**config.mk**
```make
export PLATFORM = sky130hd
export DESIGN_NAME = pulseTimingChecker
export DESIGN_NICKNAME = d
export VERILOG_FILES = /design/src/rtl/pulseChkPkg.sv /design/src/rtl/pulseChkDatapath.sv /design/src/rtl/pulseChkControl.sv /design/src/rtl/pulseTimingChecker.sv
export SDC_FILE = /design/constraint.sdc
export NUM_CORES = 1
export LEC_CHECK = 0
export BUFFER_PORTS_ARGS = -buffer_cell sky130_fd_sc_hd__buf_2
export CAP_MARGIN = 20
export CORE_MARGIN = 2
export CORE_UTILIZATION = 55
export CTS_BUF_LIST = sky130_fd_sc_hd__clkbuf_4
export DETAILED_ROUTE_END_ITERATION = 8
export PLACE_DENSITY = 0.83
export SETUP_SLACK_MARGIN = 0.1
export SLEW_MARGIN = 0
export SYNTH_ARGS = -nofsm -noshare
export SYNTH_HDL_FRONTEND = slang
export SYNTH_SLANG_ARGS = --single-unit
export TNS_END_PERCENT = 30
```
**constraint.sdc**
```tcl
create_clock -name clk -period 2.1 [get_ports clk]
set_input_delay 0.42 -clock clk [delete_from_list [all_inputs] [get_ports clk]]
set_output_delay 0.42 -clock clk [all_outputs]
set_load 0.02 [all_outputs]
```
**src/rtl/pulseChkPkg.sv**
```systemverilog
package pulseChkPkg;

  typedef enum logic [1:0] {
    S_IDLE,
    S_ARM,
    S_MEAS
  } chkState_t;

  // strobes from control to datapath
  typedef struct packed {
    logic countEn;
    logic checkEn;
  } ctlStrobe_t;

  // strobes from datapath to control
  typedef struct packed {
    logic fall;
    logic segPass;
    logic segMiss;
  } dpStatus_t;

  // expected duration of segment idx within a frame of nSeg segments
  function automatic int segExpect(int idx, int nSeg, int pulseUs, int gapUs, int trailUs);
    if (idx == nSeg - 1) return trailUs;
    else if (idx % 2 == 0) return pulseUs;
    else return gapUs;
  endfunction

endpackage

```
**src/rtl/pulseChkDatapath.sv**
```systemverilog
module pulseChkDatapath
  import pulseChkPkg::*;
#(
  parameter int NUM_SEG  = 12,
  parameter int PULSE_US = 1500,
  parameter int GAP_US   = 200,
  parameter int TRAIL_US = 200,
  parameter int TOL_US   = 10,
  parameter int CNT_W    = 11,
  parameter int SEG_W    = 4
) (
  input  logic             clk,
  input  logic             rstN,
  input  logic             tick,
  input  logic             waveIn,
  input  ctlStrobe_t       ctl,
  input  logic [SEG_W-1:0] segIdx,
  output dpStatus_t        st
);

  logic [1:0]       waveSync;
  logic             wavePrev;
  logic             edgeNow;
  logic             fallNow;
  logic [CNT_W-1:0] segCnt;
  logic [CNT_W-1:0] loLim [NUM_SEG];
  logic [CNT_W-1:0] hiLim [NUM_SEG];
  logic             inWindow;

  // per-segment window limits
  for (genvar g = 0; g < NUM_SEG; g++) begin : gLim
    localparam int EXP = segExpect(g, NUM_SEG, PULSE_US, GAP_US, TRAIL_US);
    localparam int LO  = (EXP > TOL_US) ? EXP - TOL_US : 0;
    localparam int HI  = EXP + TOL_US;
    assign loLim[g] = CNT_W'(LO);
    assign hiLim[g] = CNT_W'(HI);
  end

  // synchroniser and edge detect
  always_ff @(posedge clk) begin
    if (!rstN) begin
      waveSync <= 2'b00;
      wavePrev <= 1'b0;
    end else begin
      waveSync <= {waveSync[0], waveIn};
      wavePrev <= waveSync[1];
    end
  end

  assign edgeNow = waveSync[1] ^ wavePrev;
  assign fallNow = wavePrev & ~waveSync[1];

  // saturating 1 us duration counter
  always_ff @(posedge clk) begin
    if (!rstN) begin
      segCnt <= '0;
    end else if (edgeNow) begin
      segCnt <= tick ? CNT_W'(1) : '0;
    end else if (!ctl.countEn) begin
      segCnt <= '0;
    end else if (tick && (segCnt != '1)) begin
      segCnt <= segCnt + CNT_W'(1);
    end
  end

  assign inWindow = (segCnt >= loLim[segIdx]) && (segCnt <= hiLim[segIdx]);

  always_comb begin
    st.fall    = fallNow;
    st.segPass = ctl.checkEn && edgeNow && inWindow;
    st.segMiss = ctl.checkEn && edgeNow && !inWindow;
  end

  // one step per tick while counting
  p_cnt_step_r1: assert property (@(posedge clk) disable iff (!rstN)
    (ctl.countEn && !edgeNow && tick && (segCnt != '1)) |=> (segCnt == $past(segCnt) + CNT_W'(1)));

  // an edge restarts the measurement
  p_edge_restart_r1: assert property (@(posedge clk) disable iff (!rstN)
    edgeNow |=> (segCnt <= CNT_W'(1)));

  // saturation holds, never wraps
  p_cnt_sat_r11: assert property (@(posedge clk) disable iff (!rstN)
    (ctl.countEn && !edgeNow && (segCnt == '1)) |=> (segCnt == '1));

endmodule

```
**src/rtl/pulseChkControl.sv**
```systemverilog
module pulseChkControl
  import pulseChkPkg::*;
#(
  parameter int NUM_SEG  = 12,
  parameter int PASS_RUN = 13,
  parameter int SEG_W    = 4,
  parameter int RUN_W    = 4
) (
  input  logic             clk,
  input  logic             rstN,
  input  logic             frameStart,
  input  dpStatus_t        st,
  output ctlStrobe_t       ctl,
  output logic [SEG_W-1:0] segIdx,
  output logic             go,
  output logic             noGo,
  output logic             segErr
);

  chkState_t        state;
  logic             frameBad;
  logic [RUN_W-1:0] passRun;
  logic             lastSeg;
  logic             measuring;
  logic             abortNow;
  logic             segFailNow;
  logic             framePassNow;
  logic             failNow;

  always_comb begin
    lastSeg      = (segIdx == SEG_W'(NUM_SEG - 1));
    measuring    = (state == S_MEAS) && !frameStart;
    abortNow     = frameStart && (state != S_IDLE);
    segFailNow   = measuring && st.segMiss;
    framePassNow = measuring && st.segPass && lastSeg && !frameBad;
    failNow      = abortNow || segFailNow;
    ctl.countEn  = (state == S_MEAS);
    ctl.checkEn  = (state == S_MEAS);
  end

  // frame sequencing
  always_ff @(posedge clk) begin
    if (!rstN) begin
      state    <= S_IDLE;
      segIdx   <= '0;
      frameBad <= 1'b0;
    end else if (frameStart) begin
      state    <= S_ARM;
      segIdx   <= '0;
      frameBad <= 1'b0;
    end else begin
      unique case (state)
        S_ARM: begin
          if (st.fall) begin
            state  <= S_MEAS;
            segIdx <= '0;
          end
        end
        S_MEAS: begin
          if (st.segPass || st.segMiss) begin
            if (st.segMiss) frameBad <= 1'b1;
            if (lastSeg) state <= S_IDLE;
            else segIdx <= segIdx + SEG_W'(1);
          end
        end
        default: ;
      endcase
    end
  end

  // verdict flags
  always_ff @(posedge clk) begin
    if (!rstN) begin
      passRun <= '0;
      go      <= 1'b0;
      noGo    <= 1'b0;
      segErr  <= 1'b0;
    end else if (failNow) begin
      passRun <= '0;
      go      <= 1'b0;
      noGo    <= 1'b1;
      segErr  <= 1'b1;
    end else begin
      segErr <= 1'b0;
      if (framePassNow) begin
        if (passRun < RUN_W'(PASS_RUN)) passRun <= passRun + RUN_W'(1);
        if (passRun >= RUN_W'(PASS_RUN - 1)) begin
          go   <= 1'b1;
          noGo <= 1'b0;
        end
      end
    end
  end

  // indicators exclusive
  p_verdict_excl_r5: assert property (@(posedge clk) disable iff (!rstN)
    !(go && noGo));

  // an error pulse always comes with no-go
  p_err_flags_r5: assert property (@(posedge clk) disable iff (!rstN)
    segErr |-> (noGo && !go));

  // go only rises with a full run
  p_go_entry_r6: assert property (@(posedge clk) disable iff (!rstN)
    $rose(go) |-> (passRun == RUN_W'(PASS_RUN)));

  // go holds without failure
  p_go_hold_r7: assert property (@(posedge clk) disable iff (!rstN)
    (go && !failNow) |=> go);

  // an aborted frame reports an error
  p_abort_err_r8: assert property (@(posedge clk) disable iff (!rstN)
    abortNow |=> (segErr && noGo));

  // nothing reported while not armed
  p_idle_quiet_r10: assert property (@(posedge clk) disable iff (!rstN)
    ((state == S_IDLE) && !frameStart) |=> !segErr);

  // segment index stays within the frame
  p_seg_range_r2: assert property (@(posedge clk) disable iff (!rstN)
    int'(segIdx) < NUM_SEG);

endmodule

```
**src/rtl/pulseTimingChecker.sv**
```systemverilog
module pulseTimingChecker
  import pulseChkPkg::*;
#(
  parameter int NUM_PULSES = 6,
  parameter int PULSE_US   = 1500,
  parameter int GAP_US     = 200,
  parameter int TRAIL_US   = 200,
  parameter int TOL_US     = 10,
  parameter int PASS_RUN   = 13
) (
  input  logic clk,
  input  logic rstN,
  input  logic tick,
  input  logic frameStart,
  input  logic waveIn,
  output logic go,
  output logic noGo,
  output logic segErr
);

  localparam int NUM_SEG = 2 * NUM_PULSES;
  localparam int SEG_W   = (NUM_SEG > 1) ? $clog2(NUM_SEG) : 1;
  localparam int MAX_EXP = (PULSE_US > GAP_US)
                           ? ((PULSE_US > TRAIL_US) ? PULSE_US : TRAIL_US)
                           : ((GAP_US > TRAIL_US) ? GAP_US : TRAIL_US);
  localparam int MAX_LIM = MAX_EXP + TOL_US;
  localparam int CNT_W   = $clog2(MAX_LIM + 2);
  localparam int RUN_W   = $clog2(PASS_RUN + 1);

  ctlStrobe_t       ctl;
  dpStatus_t        st;
  logic [SEG_W-1:0] segIdx;

  pulseChkDatapath #(
    .NUM_SEG (NUM_SEG),
    .PULSE_US(PULSE_US),
    .GAP_US  (GAP_US),
    .TRAIL_US(TRAIL_US),
    .TOL_US  (TOL_US),
    .CNT_W   (CNT_W),
    .SEG_W   (SEG_W)
  ) uDatapath (
    .clk   (clk),
    .rstN  (rstN),
    .tick  (tick),
    .waveIn(waveIn),
    .ctl   (ctl),
    .segIdx(segIdx),
    .st    (st)
  );

  pulseChkControl #(
    .NUM_SEG (NUM_SEG),
    .PASS_RUN(PASS_RUN),
    .SEG_W   (SEG_W),
    .RUN_W   (RUN_W)
  ) uControl (
    .clk       (clk),
    .rstN      (rstN),
    .frameStart(frameStart),
    .st        (st),
    .ctl       (ctl),
    .segIdx    (segIdx),
    .go        (go),
    .noGo      (noGo),
    .segErr    (segErr)
  );

endmodule

```
Word-level counts from Yosys, hierarchy flattened
Memory sizes are Yosys's and may differ from the RTL's.
Index checks and enable logic that the tools add are counted.
{"block": "totals", "regBits": 28, "latchBits": 0, "ramBits": 0, "mem_bits_ro": 352, "inputBits": 5, "out_inout_bits": 3, "elab_cells": 89, "mem_count": 2}
{"block": "op_classes", "add_sub_neg": 3, "n_mul": 0, "n_div": 0, "magnitude_cmp": 5, "n_eq_ne": 12, "shifts": 0, "muxes": 21, "bitwise_logic": 5, "n_reduce_logical": 30}
{"memory": "(name not given)", "depth": 16, "width": 11, "read_ports": 1, "rd_clocked_by_memory_dff": 0, "write_ports": 0, "line": "pulseChkDatapath.sv:66", "text": "assign inWindow = (segCnt >= loLim[segIdx]) && (segCnt <= hiLim[segIdx]);"}
{"memory": "(name not given)", "depth": 16, "width": 11, "read_ports": 1, "rd_clocked_by_memory_dff": 0, "write_ports": 0, "line": "pulseChkDatapath.sv:66"}
{"operator": "$mux W11", "n": 7}
{"operator": "$mux W4", "n": 3}
{"operator": "$reduce_and A4 Y1", "n": 3}
{"operator": "$add A11 B1 Y11 const B", "n": 1}
{"operator": "$ge A11 B11 Y1", "n": 1}
{"operator": "$le A11 B11 Y1", "n": 1}
{"operator": "$logic_and A1 B1 Y1", "n": 11}
{"operator": "$ne A11 B11 Y1 const B", "n": 1}
{"operator": "$add A4 B1 Y4 const B", "n": 2}
{"operator": "$pmux W4 S2", "n": 1}
{"operator": "$reduce_bool A2 Y1", "n": 4}
{"operator": "$mux W1", "n": 6}
{"operator": "$mux W2", "n": 3}
{"operator": "$ne A3 B2 Y1 const B", "n": 2}
{"operator": "$ne A3 B3 Y1 const B", "n": 2}
{"operator": "$reduce_and A2 Y1", "n": 3}
{"operator": "$ge A5 B5 Y1 const B", "n": 1}
{"operator": "$not A4 Y5", "n": 1}
{"operator": "$eq A4 B4 Y1 const B", "n": 1}
{"operator": "$ge A4 B4 Y1 const B", "n": 1}
{"operator": "$lt A4 B4 Y1 const B", "n": 1}
{"operator": "$ne A2 B1 Y1 const B", "n": 2}
{"operator": "$ne A2 B2 Y1 const B", "n": 2}
{"operator": "$pmux W2 S2", "n": 1}
{"operator": "10 further kinds", "n": 15}

Logic depth before layout (Yosys ltp)
{"block": "depth", "word_depth": 12, "mapped_depth": 8, "depth_no_buf": 8}

Cells and area by module
From an unflattened synthesis, not the netlist that was laid out.
{"block": "unflattened", "cells_unflattened": 194, "area_unflattened_um2": 1670.4}
{"mod": "pulseChkDatapath", "n_inst": 1, "cells_per_inst": 110, "area_per_inst_um2": 940.9}
{"mod": "pulseChkControl", "n_inst": 1, "cells_per_inst": 84, "area_per_inst_um2": 729.4}

Least setup slack after synthesis
No wires, ideal clock.
{"block": "synth_timing", "kind": "flip-flop to flip-flop", "startpoint": "register uControl.segIdx[0]", "endpoint": "register uControl.passRun[1]", "setup_ps": 116, "arrival_ps": 2160, "required_ps": 1984, "slack_ps": -176, "stages_incl_launch_ff": 9, "n_path_buf": 0, "period_less_slack_ps": 2276, "cell_sequence": "dfxtp_1 -> inv_1 -> ha_1 -> a21oi_1 -> o21bai_1 -> a221oi_2 -> o2111a_2 -> mux2_4 -> and3_1"}
{"block": "synth_via", "elab_chain_len": 11}
{"element": "start: declaration", "line": "pulseChkControl.sv:14", "text": "output logic [SEG_W-1:0] segIdx,"}
{"element": "start signal: assignment", "line": "pulseChkControl.sv:63", "text": "else segIdx <= segIdx + SEG_W'(1);"}
{"element": "$not A4 Y5 (not written as such)", "line": "pulseChkDatapath.sv:66"}
{"element": "$mem_v2 Z16 W11"}
{"element": "$mux W11 (not written as such) (2 in series)", "line": "pulseChkDatapath.sv:66"}
{"element": "$ge A11 B11 Y1 / $le A11 B11 Y1 (equally long branches)", "line": "pulseChkDatapath.sv:66"}
{"element": "$logic_and A1 B1 Y1", "line": "pulseChkDatapath.sv:66"}
{"element": "$logic_and A1 B1 Y1 / $logic_not A1 Y1 (equally long branches)", "line": "pulseChkDatapath.sv:70, pulseChkDatapath.sv:71"}
{"element": "$logic_and A1 B1 Y1, on equally long branches", "line": "pulseChkControl.sv:35, pulseChkDatapath.sv:71"}
{"element": "$logic_and A1 B1 Y1, on equally long branches", "line": "pulseChkControl.sv:35, pulseChkControl.sv:34"}
{"element": "$logic_and A1 B1 Y1 / $logic_or A1 B1 Y1 (equally long branches)", "line": "pulseChkControl.sv:35, pulseChkControl.sv:36"}
{"element": "$reduce_and A2 Y1 (no source line) / $reduce_or A2 Y1 (equally long branches)"}
{"element": "end signal: assignment", "line": "pulseChkControl.sv:86", "text": "if (passRun < RUN_W'(PASS_RUN)) passRun <= passRun + RUN_W'(1);"}
{"element": "end: declaration", "line": "pulseChkControl.sv:22", "text": "logic [RUN_W-1:0] passRun;"}
Parallel ways exist; a longest one is shown, timed or not. The select of a mux whose other input is x is not followed.
A chain may end at the register's enable or synchronous reset.

Worst setup path in the final report
Same ends and word-level chain as after synthesis.

==> summary.md <==
| Metric | Value |
|---|---|
| Status | finished with violations |
| Failing checks | setup timing |
| Core Area | around 2700 µm² |
| Max cap viols | 0 |
| Initial antenna violation count | 0 |
| Routing usage on met1 | 0.288 |
| Fmax | 464 MHz |
| Primary FF master, synth | dfxtp_1 |
| Largest net degree at the start of global routing | 17 |
| Final Setup Violations | 1 |
| VDD IR max | about 0.45 mV |
| CP cell instances | inv_8, ha_4, and4bb_1, nand4b_1, inv_1, o2111a_2, mux2_4, and3_4 |
| GRT met3 Usage | 0.0340 |
| Area leader, netlist | dfxtp_1 |
| Startpoint Class | flop |
| HPWL reported at the end of detailed placement | 2510 µm |
| WP data required | around 2.3 ns |
| Initial DRC count | 45 |
| Final Hold Viols | 0 |
| Critical path class | reg -> reg |
| ANT nets after route | 0 |
| Met2 usage | 0.394 |
| Worst Hold Class | in -> reg |
| I/O Buffers | 7 |
| Initial core utilization | 0.577 |
| Seq/Total Area, Yosys | 0.355 |
| Max clock buf depth | 2 |
| Number of synthesized register bits | 28 |
| Distinct cells, synth | between 40 and 50 |
| Crit path capture type | flop |
| Final wirelength | approximately 3400 µm |
| Layout net count | between 200 and 250 |
| Synthesized Nets | around 190 |
| Clk Latency, worst-skew pair | between 0.3 and 0.4 ns |
| CTS tree | yes |
| Fin worst setup slack | -0.0538 ns |
| Final non-filler cell total | around 220 |
| Clock root cell | clkbuf_4 |
| EDFF count, synth | 0 |
| Wirelength per Cell | 15.5 µm |
| GRT overflow | 0 |
| Layout cell share with drive strength beyond 1 | 0.229 |
| RSZ-0062 raised after global routing | yes |
| Lkg Pwr | 0.740 nW |
| H-Tree Level Count | 1 |
| Time the worst path needs with I/O delays and setup | between 2 and 2.5 ns |
| Worst-path fanout max | 6 |
| Slew Viols, Final | 0 |
| Antenna cells | 0 |
| Crit path max-delay family | simple AND/OR/NAND/NOR gates |
| Slowest CP cell | dfxtp_4 |
| Fillers | about 200 |
| Total number of yosys warnings | 0 |
| Arr. time, crit path | 2.39 ns |
| Synth top area share | 0.355 |
| Slowest stage delay, CP | between 0.4 and 0.5 ns |
| Area grow syn2layout | 17.4% |
| Synth async-reset ratio | 0 |
| Die ar. | around 3300 µm² |
| Pre-antenna DRT Iters | 4 |
| Multi-input logic area | around 1000 µm² |
| Die width | 57.6 µm |
| Slew of the pin with the lowest slew margin | just over 0.4 ns |
| Placed cell count | approximately 220 |
| Via density | 6.14 |
| Crit path buf inv count | 2 |
| Power density over cell area | roughly 510 nW/µm² |
| Synth Area per Inst | roughly 9 µm² |
| Die height | ~58 µm |
| First-pass GRT wire length | approximately 6000 µm |
| Ports | 8 |
| # hold bufs at CTS | 0 |
| GRT busiest layer | met2 |
| Clock sinks | 28 |
| Synth top area cells | dfxtp_1 36%, ha_1 12%, a21oi_1 4.8%, nor2_1 4.3%, nand3_1 4.1% |
| Reg2reg setup slack | -0.05 ns |
| Seq. cell area | about 570 µm² |
| Fin Hold WS | 0.287 ns |
| Vias in the first global route | roughly 1300 |
| Worst rel slew slack | 0.729 |
| Netlist Area Pre-Place | 1580 µm² |
| Clock transition at path regs | about 0.16 ns |
| RePlAce Congestion | between 0.9 and 1 |
| Skew final | about 0.0090 ns |
| Total track usage | 0.231 |
| Residual DRC | 0 |
| Cts bufs inserted | 3 |
| Post-Syn Instances | approximately 170 |
| Via count | 1370 |
| Num rows | 19 |
| Final worst-path cycle share | 1.03 |
-- stage by stage --
step                total power [mW]  setup TNS [ns]   util  setup slack [ns]  area [µm²]
global route                   0.973          -0.128  0.677            -0.102        1850
finish                         0.942         -0.0538  0.677           -0.0538        1850
detailed placement             0.596         -0.0172  0.644           -0.0172        1760
floorplan                      0.582               0      -            0.0995        1640
global placement               0.594               0  0.644            0.0349        1760
CTS                            0.949         -0.0103  0.674           -0.0103        1840
-- metal layers --
metal	wire length, µm	part of all wire	vias to the layer above
li1	-	-	665
met1	1450	0.42	642
met2	1720	0.50	51
met3	171	0.050	12
met4	102	0.030	0
met5	0	0	-
-- worst register-to-register path: stages (launching register included) --
cell and delay, ns:
dfxtp_4 0.45, inv_8 0.06, ha_4 0.24, and4bb_1 0.32, nand4b_1 0.13, inv_1 0.11, o2111a_2 0.27, mux2_4 0.32
and3_4 0.18
-- layout by cell type, fill, tap and decap left out, types with 2 or more instances in the layout --
cell type   n
xnor2_1     3
and3_1      2
ha_1       11
o21ai_0     5
buf_4       9
nand3_1    13
nand4_1     3
nor2_1     18
a21oi_1    13
nand2_1    10
dfxtp_1    26
and2_1      2
or2_2       2
nand4b_1    2
ha_4        4
xor2_1      4
or3_1       5
o211a_1     3
a211oi_1    2
buf_2       7
nor2b_4     2
inv_1       8
clkbuf_4    3
nand2b_1    4
o21bai_1    2
a21oi_2     2
-- synthesized netlist by cell type, drive strengths merged, types with 3 or more instances --
cell,number
nand2b,4
or3,5
o21ai,7
nand3,13
nand2,10
a21oi,15
inv,10
nor2,18
o211a,3
xnor2,3
ha,15
nand4,4
xor2,4
dfxtp,28
and3,3
-- final timing paths --
path	startpoint	to	depth (start not counted)
max	uControl.segIdx[0]	uControl.passRun[1]	8
max reg2reg	uControl.segIdx[0]	uControl.passRun[1]	8
min	waveIn	uDatapath.waveSync[0]	2
min reg2reg	uDatapath.waveSync[0]	uDatapath.waveSync[1]	1
-- flip-flops by register name (all words and copies together) (netlist names) --
register	flops
uDatapath.wavePrev	1
uDatapath.waveSync	2
uControl.frameBad	1
uControl.passRun	4
uControl.segIdx	4
uControl.segErr	1
uControl.noGo	1
uDatapath.segCnt	11
uControl.state	2
uControl.go	1
-- logic make-up (layout without fill, tap and decap cells) --
logic type / after synthesis / in the layout / synth area share
AO/OA/AOI/OAI: 38 / 38 / 0.180
XOR/XNOR: 7 / 7 / 0.0389
adder cells (fa/ha/maj): 15 / 15 / 0.119
buffers and inverters: 12 / 30 / 0.0333
flip-flops: 28 / 28 / 0.355
multiplexers: 1 / 1 / 0.00951
AND/OR/NAND/NOR: 73 / 73 / 0.264
-- layout make-up --
| class | instances | share of cell area |
|---|---|---|
| Tap cell | 31 | 0.0209 |
| Clock buffer | 3 | 0.0122 |
| Sequential cell | 28 | 0.305 |
| Inverter | 10 | 0.0243 |
| Timing Repair Buffer | 16 | 0.0554 |
| Clock inverter | 1 | 0.0162 |
| Multi-Input combinational cell | 134 | 0.566 |
-- timing repair --
item / 4_1_cts / 5_1_grt
endpoints found under the setup margin: 6 / 9
hold endpoints to repair: 0 / 0
pin swaps: 3 / 2
gates resized for setup: 4 / 1
buffers inserted: 1 / 0
-- report_power, final --
| part | internal [mW] | total (mW) | switching, mW |
|---|---|---|---|
| combinational | 0.0170 | 0.0458 | 0.0288 |
| sequential | 0.537 | 0.543 | 0.00617 |
| clock | 0.193 | 0.353 | 0.160 |
| total | 0.747 | 0.942 | 0.195 |
(Power assumes the default switching activity.)
